$ cat src/rtl/pexp_pkg.sv
package pexp_pkg;
    localparam int CELLS       = 8;
    localparam int CHAINS      = 2;
    localparam int LOCAL_TERMS = 5;
    localparam int SET_TERMS   = 5;
    localparam int MAX_SETS    = 3;
    localparam int REQ_W       = 5;
    localparam int IDX_W       = $clog2(CELLS);
    localparam int SET_W       = $clog2(MAX_SETS + 1);
    localparam int TERM_W      = $clog2(SET_TERMS + 1);
    localparam int MAX_REQ     = LOCAL_TERMS + MAX_SETS * SET_TERMS;

    typedef struct packed {
        logic                              err;
        logic [SET_W-1:0]                  sets;
        logic [MAX_SETS-1:0][IDX_W-1:0]    lender;
        logic [MAX_SETS-1:0][TERM_W-1:0]   terms;
    } cell_res_t;
endpackage

$ cat src/rtl/pexp_seq.sv
module pexp_seq
    import pexp_pkg::*;
(
    input  logic             clk_i,
    input  logic             rst_ni,
    input  logic             start_i,
    output logic             load_o,
    output logic             step_o,
    output logic [IDX_W-1:0] cursor_o,
    output logic             done_o
);
    typedef struct packed {
        logic             busy;
        logic [IDX_W-1:0] cursor;
        logic             done;
    } seq_st_t;

    seq_st_t st_d, st_q;

    always_comb begin
        st_d      = st_q;
        st_d.done = 1'b0;
        if (!st_q.busy) begin
            if (start_i) begin
                st_d.busy   = 1'b1;
                st_d.cursor = IDX_W'(CELLS - 1);
            end
        end else if (st_q.cursor == '0) begin
            st_d.busy = 1'b0;
            st_d.done = 1'b1;
        end else begin
            st_d.cursor = st_q.cursor - IDX_W'(1);
        end
    end

    always_ff @(posedge clk_i or negedge rst_ni) begin
        if (!rst_ni) st_q <= '0;
        else         st_q <= st_d;
    end

    assign load_o   = start_i && !st_q.busy;
    assign step_o   = st_q.busy;
    assign cursor_o = st_q.cursor;
    assign done_o   = st_q.done;


    done_pulse_chk: assert property (@(posedge clk_i) disable iff (!rst_ni)
        st_q.done |=> !st_q.done);


    done_after_last_chk: assert property (@(posedge clk_i) disable iff (!rst_ni)
        (st_q.busy && st_q.cursor == '0) |=> (st_q.done && !st_q.busy));


    busy_start_chk: assert property (@(posedge clk_i) disable iff (!rst_ni)
        (st_q.busy && st_q.cursor != '0) |=>
            (st_q.busy && st_q.cursor == $past(st_q.cursor) - IDX_W'(1)));
endmodule

$ cat src/rtl/pexp_cell_alloc.sv
module pexp_cell_alloc
    import pexp_pkg::*;
(
    input  logic [IDX_W-1:0] idx_i,
    input  logic [REQ_W-1:0] req_i,
    input  logic [CELLS-1:0] taken_i,
    output cell_res_t        res_o,
    output logic [CELLS-1:0] grab_o
);
    logic [REQ_W-1:0] extra;
    logic [REQ_W-1:0] left;
    logic [SET_W-1:0] nsets;
    logic [IDX_W-1:0] lend;
    logic             blocked;

    always_comb begin
        res_o   = '0;
        grab_o  = '0;
        extra   = req_i - REQ_W'(LOCAL_TERMS);
        left    = '0;
        lend    = '0;
        nsets   = '0;
        blocked = 1'b0;
        for (int k = 0; k < MAX_SETS; k++) begin
            if (req_i > REQ_W'(LOCAL_TERMS + k * SET_TERMS)) nsets = SET_W'(k + 1);
        end
        for (int k = 0; k < MAX_SETS; k++) begin
            if (SET_W'(k) < nsets) begin
                if (IDX_W'(k) >= idx_i)                   blocked = 1'b1;
                else if (taken_i[idx_i - IDX_W'(k + 1)]) blocked = 1'b1;
            end
        end
        if (taken_i[idx_i]) begin
            res_o.err = (req_i != '0);
        end else if (req_i > REQ_W'(MAX_REQ) || blocked) begin
            res_o.err = 1'b1;
        end else begin
            res_o.sets = nsets;
            for (int k = 0; k < MAX_SETS; k++) begin
                if (SET_W'(k) < nsets) begin
                    lend            = idx_i - IDX_W'(k + 1);
                    left            = extra - REQ_W'(k * SET_TERMS);
                    res_o.lender[k] = lend;
                    grab_o[lend]    = 1'b1;
                    res_o.terms[k]  = (left >= REQ_W'(SET_TERMS)) ? TERM_W'(SET_TERMS)
                                                                  : TERM_W'(left);
                end
            end
        end
    end
endmodule

$ cat src/rtl/pexp_chain.sv
module pexp_chain
    import pexp_pkg::*;
(
    input  logic                        clk_i,
    input  logic                        rst_ni,
    input  logic                        load_i,
    input  logic                        step_i,
    input  logic [IDX_W-1:0]            cursor_i,
    input  logic [CELLS-1:0][REQ_W-1:0] req_i,
    output cell_res_t [CELLS-1:0]       res_o
);
    typedef struct packed {
        logic [CELLS-1:0][REQ_W-1:0] req;
        cell_res_t [CELLS-1:0]       res;
        logic [CELLS-1:0]            taken;
    } chain_st_t;

    chain_st_t        st_d, st_q;
    cell_res_t        cur_res;
    logic [CELLS-1:0] grab;

    pexp_cell_alloc i_alloc (
        .idx_i   (cursor_i),
        .req_i   (st_q.req[cursor_i]),
        .taken_i (st_q.taken),
        .res_o   (cur_res),
        .grab_o  (grab)
    );

    always_comb begin
        st_d = st_q;
        if (load_i) begin
            st_d.req   = req_i;
            st_d.res   = '0;
            st_d.taken = '0;
        end else if (step_i) begin
            st_d.res[cursor_i] = cur_res;
            st_d.taken         = st_q.taken | grab;
        end
    end

    always_ff @(posedge clk_i or negedge rst_ni) begin
        if (!rst_ni) st_q <= '0;
        else         st_q <= st_d;
    end

    assign res_o = st_q.res;


    lend_once_chk: assert property (@(posedge clk_i) disable iff (!rst_ni)
        step_i |-> ((grab & st_q.taken) == '0));


    grab_count_chk: assert property (@(posedge clk_i) disable iff (!rst_ni)
        step_i |-> ($countones(grab) == int'(cur_res.sets)));


    taken_grow_chk: assert property (@(posedge clk_i) disable iff (!rst_ni)
        (step_i && !load_i) |=> ((st_q.taken & $past(st_q.taken)) == $past(st_q.taken)));
endmodule

$ cat src/rtl/pexp_group.sv
module pexp_group
    import pexp_pkg::*;
#(
    localparam int NC     = CELLS * CHAINS,
    localparam int GIDX_W = $clog2(NC)
) (
    input  logic                            clk_i,
    input  logic                            rst_ni,
    input  logic                            start_i,
    input  logic [NC*REQ_W-1:0]             req_i,
    output logic                            done_o,
    output logic [NC-1:0]                   err_o,
    output logic [NC*SET_W-1:0]             set_cnt_o,
    output logic [NC*SET_W-1:0]             delay_o,
    output logic [NC*MAX_SETS*GIDX_W-1:0]   lender_o,
    output logic [NC*MAX_SETS*TERM_W-1:0]   terms_o
);
    logic             load;
    logic             step;
    logic [IDX_W-1:0] cursor;

    pexp_seq i_seq (
        .clk_i    (clk_i),
        .rst_ni   (rst_ni),
        .start_i  (start_i),
        .load_o   (load),
        .step_o   (step),
        .cursor_o (cursor),
        .done_o   (done_o)
    );

    for (genvar ch = 0; ch < CHAINS; ch++) begin : g_chain
        cell_res_t [CELLS-1:0] res;

        pexp_chain i_chain (
            .clk_i    (clk_i),
            .rst_ni   (rst_ni),
            .load_i   (load),
            .step_i   (step),
            .cursor_i (cursor),
            .req_i    (req_i[ch*CELLS*REQ_W +: CELLS*REQ_W]),
            .res_o    (res)
        );

        for (genvar c = 0; c < CELLS; c++) begin : g_cell
            localparam int G = ch * CELLS + c;
            assign err_o[G]                   = res[c].err;
            assign set_cnt_o[G*SET_W +: SET_W] = res[c].sets;
            assign delay_o[G*SET_W +: SET_W]   = res[c].sets;
            for (genvar k = 0; k < MAX_SETS; k++) begin : g_set
                assign lender_o[(G*MAX_SETS+k)*GIDX_W +: GIDX_W] =
                    (SET_W'(k) < res[c].sets) ? (GIDX_W'(ch * CELLS) + GIDX_W'(res[c].lender[k]))
                                              : '0;
                assign terms_o[(G*MAX_SETS+k)*TERM_W +: TERM_W] = res[c].terms[k];
            end
        end
    end
endmodule

$ cat config.mk
export PLATFORM = sky130hd
export DESIGN_NAME = pexp_group
export DESIGN_NICKNAME = d
export VERILOG_FILES = /design/src/rtl/pexp_pkg.sv /design/src/rtl/pexp_seq.sv /design/src/rtl/pexp_cell_alloc.sv /design/src/rtl/pexp_chain.sv /design/src/rtl/pexp_group.sv
export SDC_FILE = /design/constraint.sdc
export NUM_CORES = 1
export LEC_CHECK = 0
export BUFFER_PORTS_ARGS = -buffer_cell sky130_fd_sc_hd__buf_2
export CAP_MARGIN = 30
export CORE_AREA = 4 4 227 229
export DETAILED_ROUTE_END_ITERATION = 10
export DIE_AREA = 0 0 231 233
export PLACE_DENSITY = 0.82
export SLEW_MARGIN = 20
export SYNTH_ARGS = -nofsm -noshare
export SYNTH_HDL_FRONTEND = slang
export SYNTH_HIERARCHICAL = 1
export SYNTH_SLANG_ARGS = --single-unit
$ cat constraint.sdc
create_clock -name clk_i -period 4.39 [get_ports clk_i]
set_clock_uncertainty 0.1 [all_clocks]
set_input_delay 0.878 -clock clk_i [delete_from_list [all_inputs] [get_ports clk_i]]
set_output_delay 0.878 -clock clk_i [all_outputs]
set_load 0.005 [all_outputs]
==> results.py, run 1 <==
metrics = {
    "logic_synthesis": {
        "synth_cell_types": 80,
        "synthesis.area_sq_um": 25130,
        "synth.avg_cell_area_sq_um": 9.137,
        "netlist_instances": 2750,
        "seq_area_frac_synth_pct": 43.52,
        "synth-async-reset-ratio_pct": 100.0,
        "synth_edf_count": 0,
        "synthFlopType": "dfrtp_1",
        "yosysWarnings": 6,
        "ys_ff_latch": 437,
    },
    "grt": {
        "grt_pass1_vias": 18230,
        "grt_antenna_before_repair": 0,
        "grt_pass1_wl_microns": 105200,
        "grt_usage_pct": 24.42,
        "overflow": 0,
        "grt_max_degree": 217,
    },
    "pwr": {
        "p_leak_nw": 13.18,
        "ir_worst_vdd_mv": 0.6500,
        "power_density_nw_per_um2": 896.3,
    },
    "setup_path": {
        "max_stage_delay_ns": 0.59,
        "required_ns": 4.78,
        "critPathLaunch": "i_seq/cursor_o[0]",
        "slowest_stage": "or4b_1",
        "endpoint_kind": "flop",
        "reg2reg_depth": 14,
        "critical_path_class": "reg -> reg",
        "rr_startpoint": "i_seq/cursor_o[0]",
        "path_common_cell": "buf_4",
        "r2r_setup_slack_ns": 0.20,
        "path_cells": "mux4_2 > mux2_2 > inv_1 > ha_2 > xnor2_1 > buf_4 > ha_1 > nor2b_1 > or2_2 > or4b_1 > nor4_2 > buf_4 > nand2_1 > a21oi_1",
        "arrival_ns": 4.58,
        "cp-start-kind": "flop",
        "path_max_fanout": 13,
    },
    "sta": {
        "setup_viol_count_final": 0,
        "timing.slew.headroom_pct": 16.97,
        "fin_crit_sh_pct": 95.55,
        "timing.fmax_mhz": 238.4,
        "hold_violations": 0,
        "fin_tns_setup_ns": 0,
        "slew_viol_final": 0,
        "rsz0062_at_grt": "false",
        "tightest_slew_ns": 1.246,
        "period_minus_slack_ns": 4.195,
    },
    "route": {
        "firstDrtPassIters": 5,
        "viasPerCell": 5.599,
        "wl_per_cell_microns": 19.89,
        "post-route-drc-count": 0,
        "drt_iter0_drc": 1994,
        "vias": 19510,
        "drt_wl_total_microns": 69310,
        "ant_nets": 0,
    },
    "finish": {
        "layout_common_cells": "nand2_1 (690), buf_2 (474), dfrtp_1 (433)",
        "drive_gt1_share_pct": 28.84,
        "final_common_cell": "nand2_1",
        "nNetsFinal": 2900,
        "flow.area_growth_from_synthesis_pct": 6.578,
        "layoutNonFillerInstCount": 3484,
        "antenna_cells": 0,
    },
    "die": {
        "initial_core_util_pct": 50.60,
        "core_sq_um": 49660,
        "die_area_sq_um": 53820,
        "die_y_microns": 233,
        "die_w_microns": 231,
        "ios": 500,
        "std_cell_rows": 82,
    },
    "placement": {
        "io_buffers": 475,
        "hpwl_microns": 46520,
        "placedCellCount": 3393,
        "finalWeightedCongestion": 0.8387,
    },
    "cts": {
        "clk_pin_slew_worst_paths_ns": 0.06,
        "clockBufferDepth": 3,
        "cts.sinks": 437,
        "clk_latency_ns": 0.58,
        "cts-root-buf": "clkbuf_16",
        "numCtsBuffers": 47,
        "cts_tree": "yes",
        "htree_levels": 2,
    },
    "run": {
        "max_cap_viol_count": 0,
    },
    "min_path": {
        "hp-class": "in -> async",
    },
    "run_status": {
        "status": "finished, final reports clean",
    },
}
[cells by family (layout without fill, tap and decap cells)]
kind of cell	Yosys count	count (layout)	synth area share, %
xor+xnor	22	22	0.8813
simple gates	970	970	17.65
mux	136	136	7.125
compound gates	508	508	11.89
fa+ha+maj	41	41	2.042
flops	437	437	43.52
other cells	1	24	0.01492
buf+inv	635	674	16.88
[metrics by stage]
| step | hold slack, ns | setup slack [ns] | cell area, sq um | utilization [%] | power [W] |
|---|---|---|---|---|---|
| finish | 0.3265 | 0.1954 | 26780 | 53.93 | 0.02400 |
| global route | 0.3819 | 0.04015 | 26780 | 53.93 | 0.02552 |
| CTS | 0.3431 | 0.03836 | 26670 | 53.71 | 0.02361 |
| detailed placement | 0.3668 | 0.09622 | 25120 | 50.58 | 0.01951 |
| global placement | 0.3623 | 0.2736 | 25030 | 50.40 | 0.01912 |
| floorplan | 0.3503 | 0.02801 | 25220 | - | 0.01700 |
[where the power goes]
part / switching (W) / internal [W]
combinational: 0.00811 / 0.00505
sequential: 0.00130 / 0.00556
clock: 0.00170 / 0.00228
total: 0.0111 / 0.0129
[area by class of cell]
type / count / area (sq um)
tap: 672 / 840.8
clock inverter: 17 / 153.9
fill: 4398 / 22880
timing repair buffer: 564 / 3208
inverter: 25 / 93.84
multi-input combinational: 1701 / 10140
sequential: 437 / 10950
clock buffer: 68 / 1396
[worst paths after layout]
check / to
max in group asynchronous: g_chain[0].i_chain/res_o[156]
min: g_chain[1].i_chain/res_o[21]
max: g_chain[0].i_chain/res_o[127]
min in group clk_i: g_chain[1].i_chain/st_q[183]
max reg2reg: g_chain[0].i_chain/res_o[127]
min reg2reg: g_chain[1].i_chain/st_q[183]
[critical path, delay by kind of cell, from the launching register on]
family / cells / cell delay, ns
simple gates: 5 / 1.37
mux: 2 / 0.79
buf+inv: 3 / 0.61
flops: 1 / 0.52
fa+ha+maj: 2 / 0.47
compound gates: 1 / 0.15
xor+xnor: 1 / 0.09
[routing by layer]
layer	track usage, %	vias to the layer above	part of all wire, %
li1	-	8768	-
met1	33.29	9552	40
met2	38.58	977	47
met3	4.701	209	8.4
met4	9.998	0	4.5
met5	0	-	0
[synthesized netlist by cell type (all sizes together) (7+ instances only)]
master	n	area share [%]
a221oi	7	0.27
clkbuf	66	0.99
dfrtp	437	44
nand2	690	10
or2	10	0.25
nor3	21	0.58
inv	25	0.37
nor2b	8	0.20
buf	544	16
mux2	93	4.2
mux4	25	2.2
and2	62	1.6
a31oi	7	0.17
mux2i	18	0.72
nand3	13	0.28
a2111oi	8	0.45
and3	51	1.3
xnor2	11	0.38
o21ai	18	0.36
ha	41	2.0
a21oi	365	7.3
o21a	53	1.6
xor2	9	0.31
nor4	9	0.25
nor2	49	0.73
a211oi	9	0.33
and4bb	7	0.36
nand4bb	7	0.31
[state kept, by name, indices dropped and copies added (netlist names)]
signal,flops
g_chain.i_chain/res_o,336
g_chain.i_chain/st_q,96
i_seq/cursor_o,3
i_seq/done_o,1
i_seq/step_o,1
[repair_timing]
action	CTS	global route
gates resized for setup	0	13
setup endpoints to repair	0	130
setup buffers	0	1
hold buffers	0	0
(Power assumes the default switching activity.)
==> inputs of run 2 (changes only) <==
--- a/config.mk
+++ b/config.mk
@@ -10,7 +10,8 @@
 export CORE_AREA = 4 4 227 229
 export DETAILED_ROUTE_END_ITERATION = 10
 export DIE_AREA = 0 0 231 233
-export PLACE_DENSITY = 0.82
+export PLACE_DENSITY = 0.79
+export SETUP_SLACK_MARGIN = 0.4
 export SLEW_MARGIN = 20
 export SYNTH_ARGS = -nofsm -noshare
 export SYNTH_HDL_FRONTEND = slang
==> run 2 against run 1 <==
Compared with the run above:
- routed wire length increased by 1.3%
- clock power increased by 8.5%
- total power rose by 5.5%
- clock-buffer cell count is 5 lower
- via count barely moved
- setup slack improved by 0.36 ns
- final cell count increased by 0.52%
- core utilization increased by 1.2 points
- sequential cell count stayed put
- final area up 2.2%
==> results.py, run 2 (synthesized netlist as in run 1, its figures left out) <==
metrics = {
    "sta": {
        "slew_viol_final": 0,
        "hold_violations": 0,
        "finalHoldWorstSlack_ns": 0.2565,
        "timing.fmax_mhz": 260.6,
        "fin_crit_sh_pct": 87.41,
        "period_minus_slack_ns": 3.837,
        "rsz0062_at_grt": "true",
        "timing.slew.headroom_pct": 36.35,
        "tightest_slew_ns": 0.9424,
        "setup_viol_count_final": 0,
        "fin_tns_setup_ns": 0,
    },
    "cts": {
        "clk_pin_slew_worst_paths_ns": 0.06,
        "cts.sinks": 437,
        "htree_levels": 2,
        "cts_hold_buf": 0,
        "clockBufferDepth": 3,
        "cts_tree": "yes",
        "cts-root-buf": "clkbuf_16",
        "numCtsBuffers": 47,
        "clk_latency_ns": 0.58,
    },
    "finish": {
        "flow.area_growth_from_synthesis_pct": 8.953,
        "multi_input_area_sq_um": 10350,
        "largest_reg_flops": 336,
        "nNetsFinal": 2921,
        "utilization_pct": 55.13,
        "final_common_cell": "nand2_1",
        "fin_area_sq_um": 27380,
        "drive_gt1_share_pct": 30.13,
        "fillers": 4381,
        "ff_latch_area_sq_um": 10950,
        "layout_common_cells": "nand2_1 (690), buf_2 (474), dfrtp_1 (433)",
    },
    "grt": {
        "grt_use_met1_pct": 31.82,
        "grtUsageMet2_pct": 39.95,
        "grt_max_degree": 160,
        "grt_antenna_before_repair": 2,
        "grt_pass1_vias": 18420,
        "busiest_layer": "met2",
        "grt_usage_pct": 24.47,
        "overflow": 0,
        "use_met3_pct": 5.705,
        "grt_pass1_wl_microns": 105100,
    },
    "setup_path": {
        "arrival_ns": 4.24,
        "max_stage_delay_ns": 0.54,
        "slowest_stage": "or4b_4",
        "path_max_fanout": 8,
        "path_cells": "buf_12 > mux4_2 > mux2_4 > inv_8 > ha_4 > xnor2_4 > ha_2 > nor2b_1 > or2_2 > or4b_4 > nor4_2 > buf_4 > nand2_1 > a21oi_2",
        "endpoint_kind": "flop",
        "cp-start-kind": "flop",
        "required_ns": 4.79,
        "critical_path_class": "reg -> reg",
    },
    "route": {
        "drt_iter0_drc": 2033,
        "viasPerCell": 5.566,
        "ant_nets": 0,
        "post-route-drc-count": 0,
        "wl_per_cell_microns": 20.04,
        "drt_wl_total_microns": 70180,
        "vias": 19490,
        "firstDrtPassIters": 5,
    },
    "die": {
        "ios": 500,
        "std_cell_rows": 82,
        "die_area_sq_um": 53820,
        "die_y_microns": 233,
        "die_w_microns": 231,
        "initial_core_util_pct": 50.60,
        "core_sq_um": 49660,
    },
    "placement": {
        "finalWeightedCongestion": 0.8797,
        "place_area_sq_um": 25180,
        "io_buffers": 475,
        "hpwl_microns": 46860,
    },
    "pwr": {
        "ir_worst_vdd_mv": 0.7328,
        "p_leak_nw": 13.42,
        "power_density_nw_per_um2": 924.8,
        "power_w": 0.02532,
    },
    "run": {
        "max_cap_viol_count": 0,
    },
    "min_path": {
        "hp-class": "in -> async",
    },
    "run_status": {
        "status": "finished, final reports clean",
    },
}
==> run 2: routing by layer <==
metal | up-vias | wire, microns
met5 | - | 0
met4 | 0 | 2753
met3 | 151 | 6144
met2 | 879 | 34030
met1 | 9652 | 27250
li1 | 8811 | -
==> run 2: stage by stage <==
step | cells | worst slack (ns)
after detailed placement | 3392 | 0.09622
final | 3502 | 0.5525
after global routing | 3501 | 0.3641
after floorplan | 2773 | 0.4072
after CTS | 3480 | 0.4110
after global placement | 3388 | 0.2382
==> run 2: timing repair <==
item                       4_1_cts  5_1_grt
pin swaps                        1        3
setup endpoints to repair      180      217
buffers inserted                 7       10
gates cloned                     1        4
resized for setup                9       32
==> run 2: final cells by class <==
type                       instances  share of cell area (%)
sequential                       437                   39.99
multi-input combinational       1703                   37.81
timing repair buffer             583                   12.57
clock buffer                      63                   4.812
tap                              672                   3.071
clock inverter                    17                   1.348
inverter                          25                  0.3793
antenna                            2                 0.01828
==> run 2: critical path: cells and delay by family, from the launching register on <==
family / cells / cell delay [ns]
AOI/OAI and AO/OA: 1 / 0.16
xor gates and xnor gates: 1 / 0.10
adders and majority gates: 2 / 0.37
buffers and inverters: 3 / 0.44
DFF: 1 / 0.47
muxes: 2 / 0.82
and+or+nand+nor: 5 / 1.28
==> run 2: report_power, final <==
group / switching (W) / total (W) / internal (W)
clock: 0.00167 / 0.00432 / 0.00265
combinational: 0.00859 / 0.0142 / 0.00557
sequential: 0.00128 / 0.00683 / 0.00556
==> run 2: final timing paths <==
| kind | startpoint | endpoint | slack [ns] | cells past startpoint |
|---|---|---|---|---|
| min in group clk_i | g_chain[1].i_chain/st_q[183] | g_chain[1].i_chain/st_q[183] | 0.39 | 1 |
| hold reg to reg | g_chain[1].i_chain/st_q[183] | g_chain[1].i_chain/st_q[183] | 0.39 | 1 |
| setup / recovery | i_seq/cursor_o[0] | g_chain[0].i_chain/res_o[127] | 0.55 | 14 |
| setup reg to reg | i_seq/cursor_o[0] | g_chain[0].i_chain/res_o[127] | 0.55 | 14 |
| hold / removal | rst_ni | g_chain[1].i_chain/res_o[129] | 0.26 | 1 |
| max in group asynchronous | rst_ni | i_seq/cursor_o[0] | 3.04 | 2 |
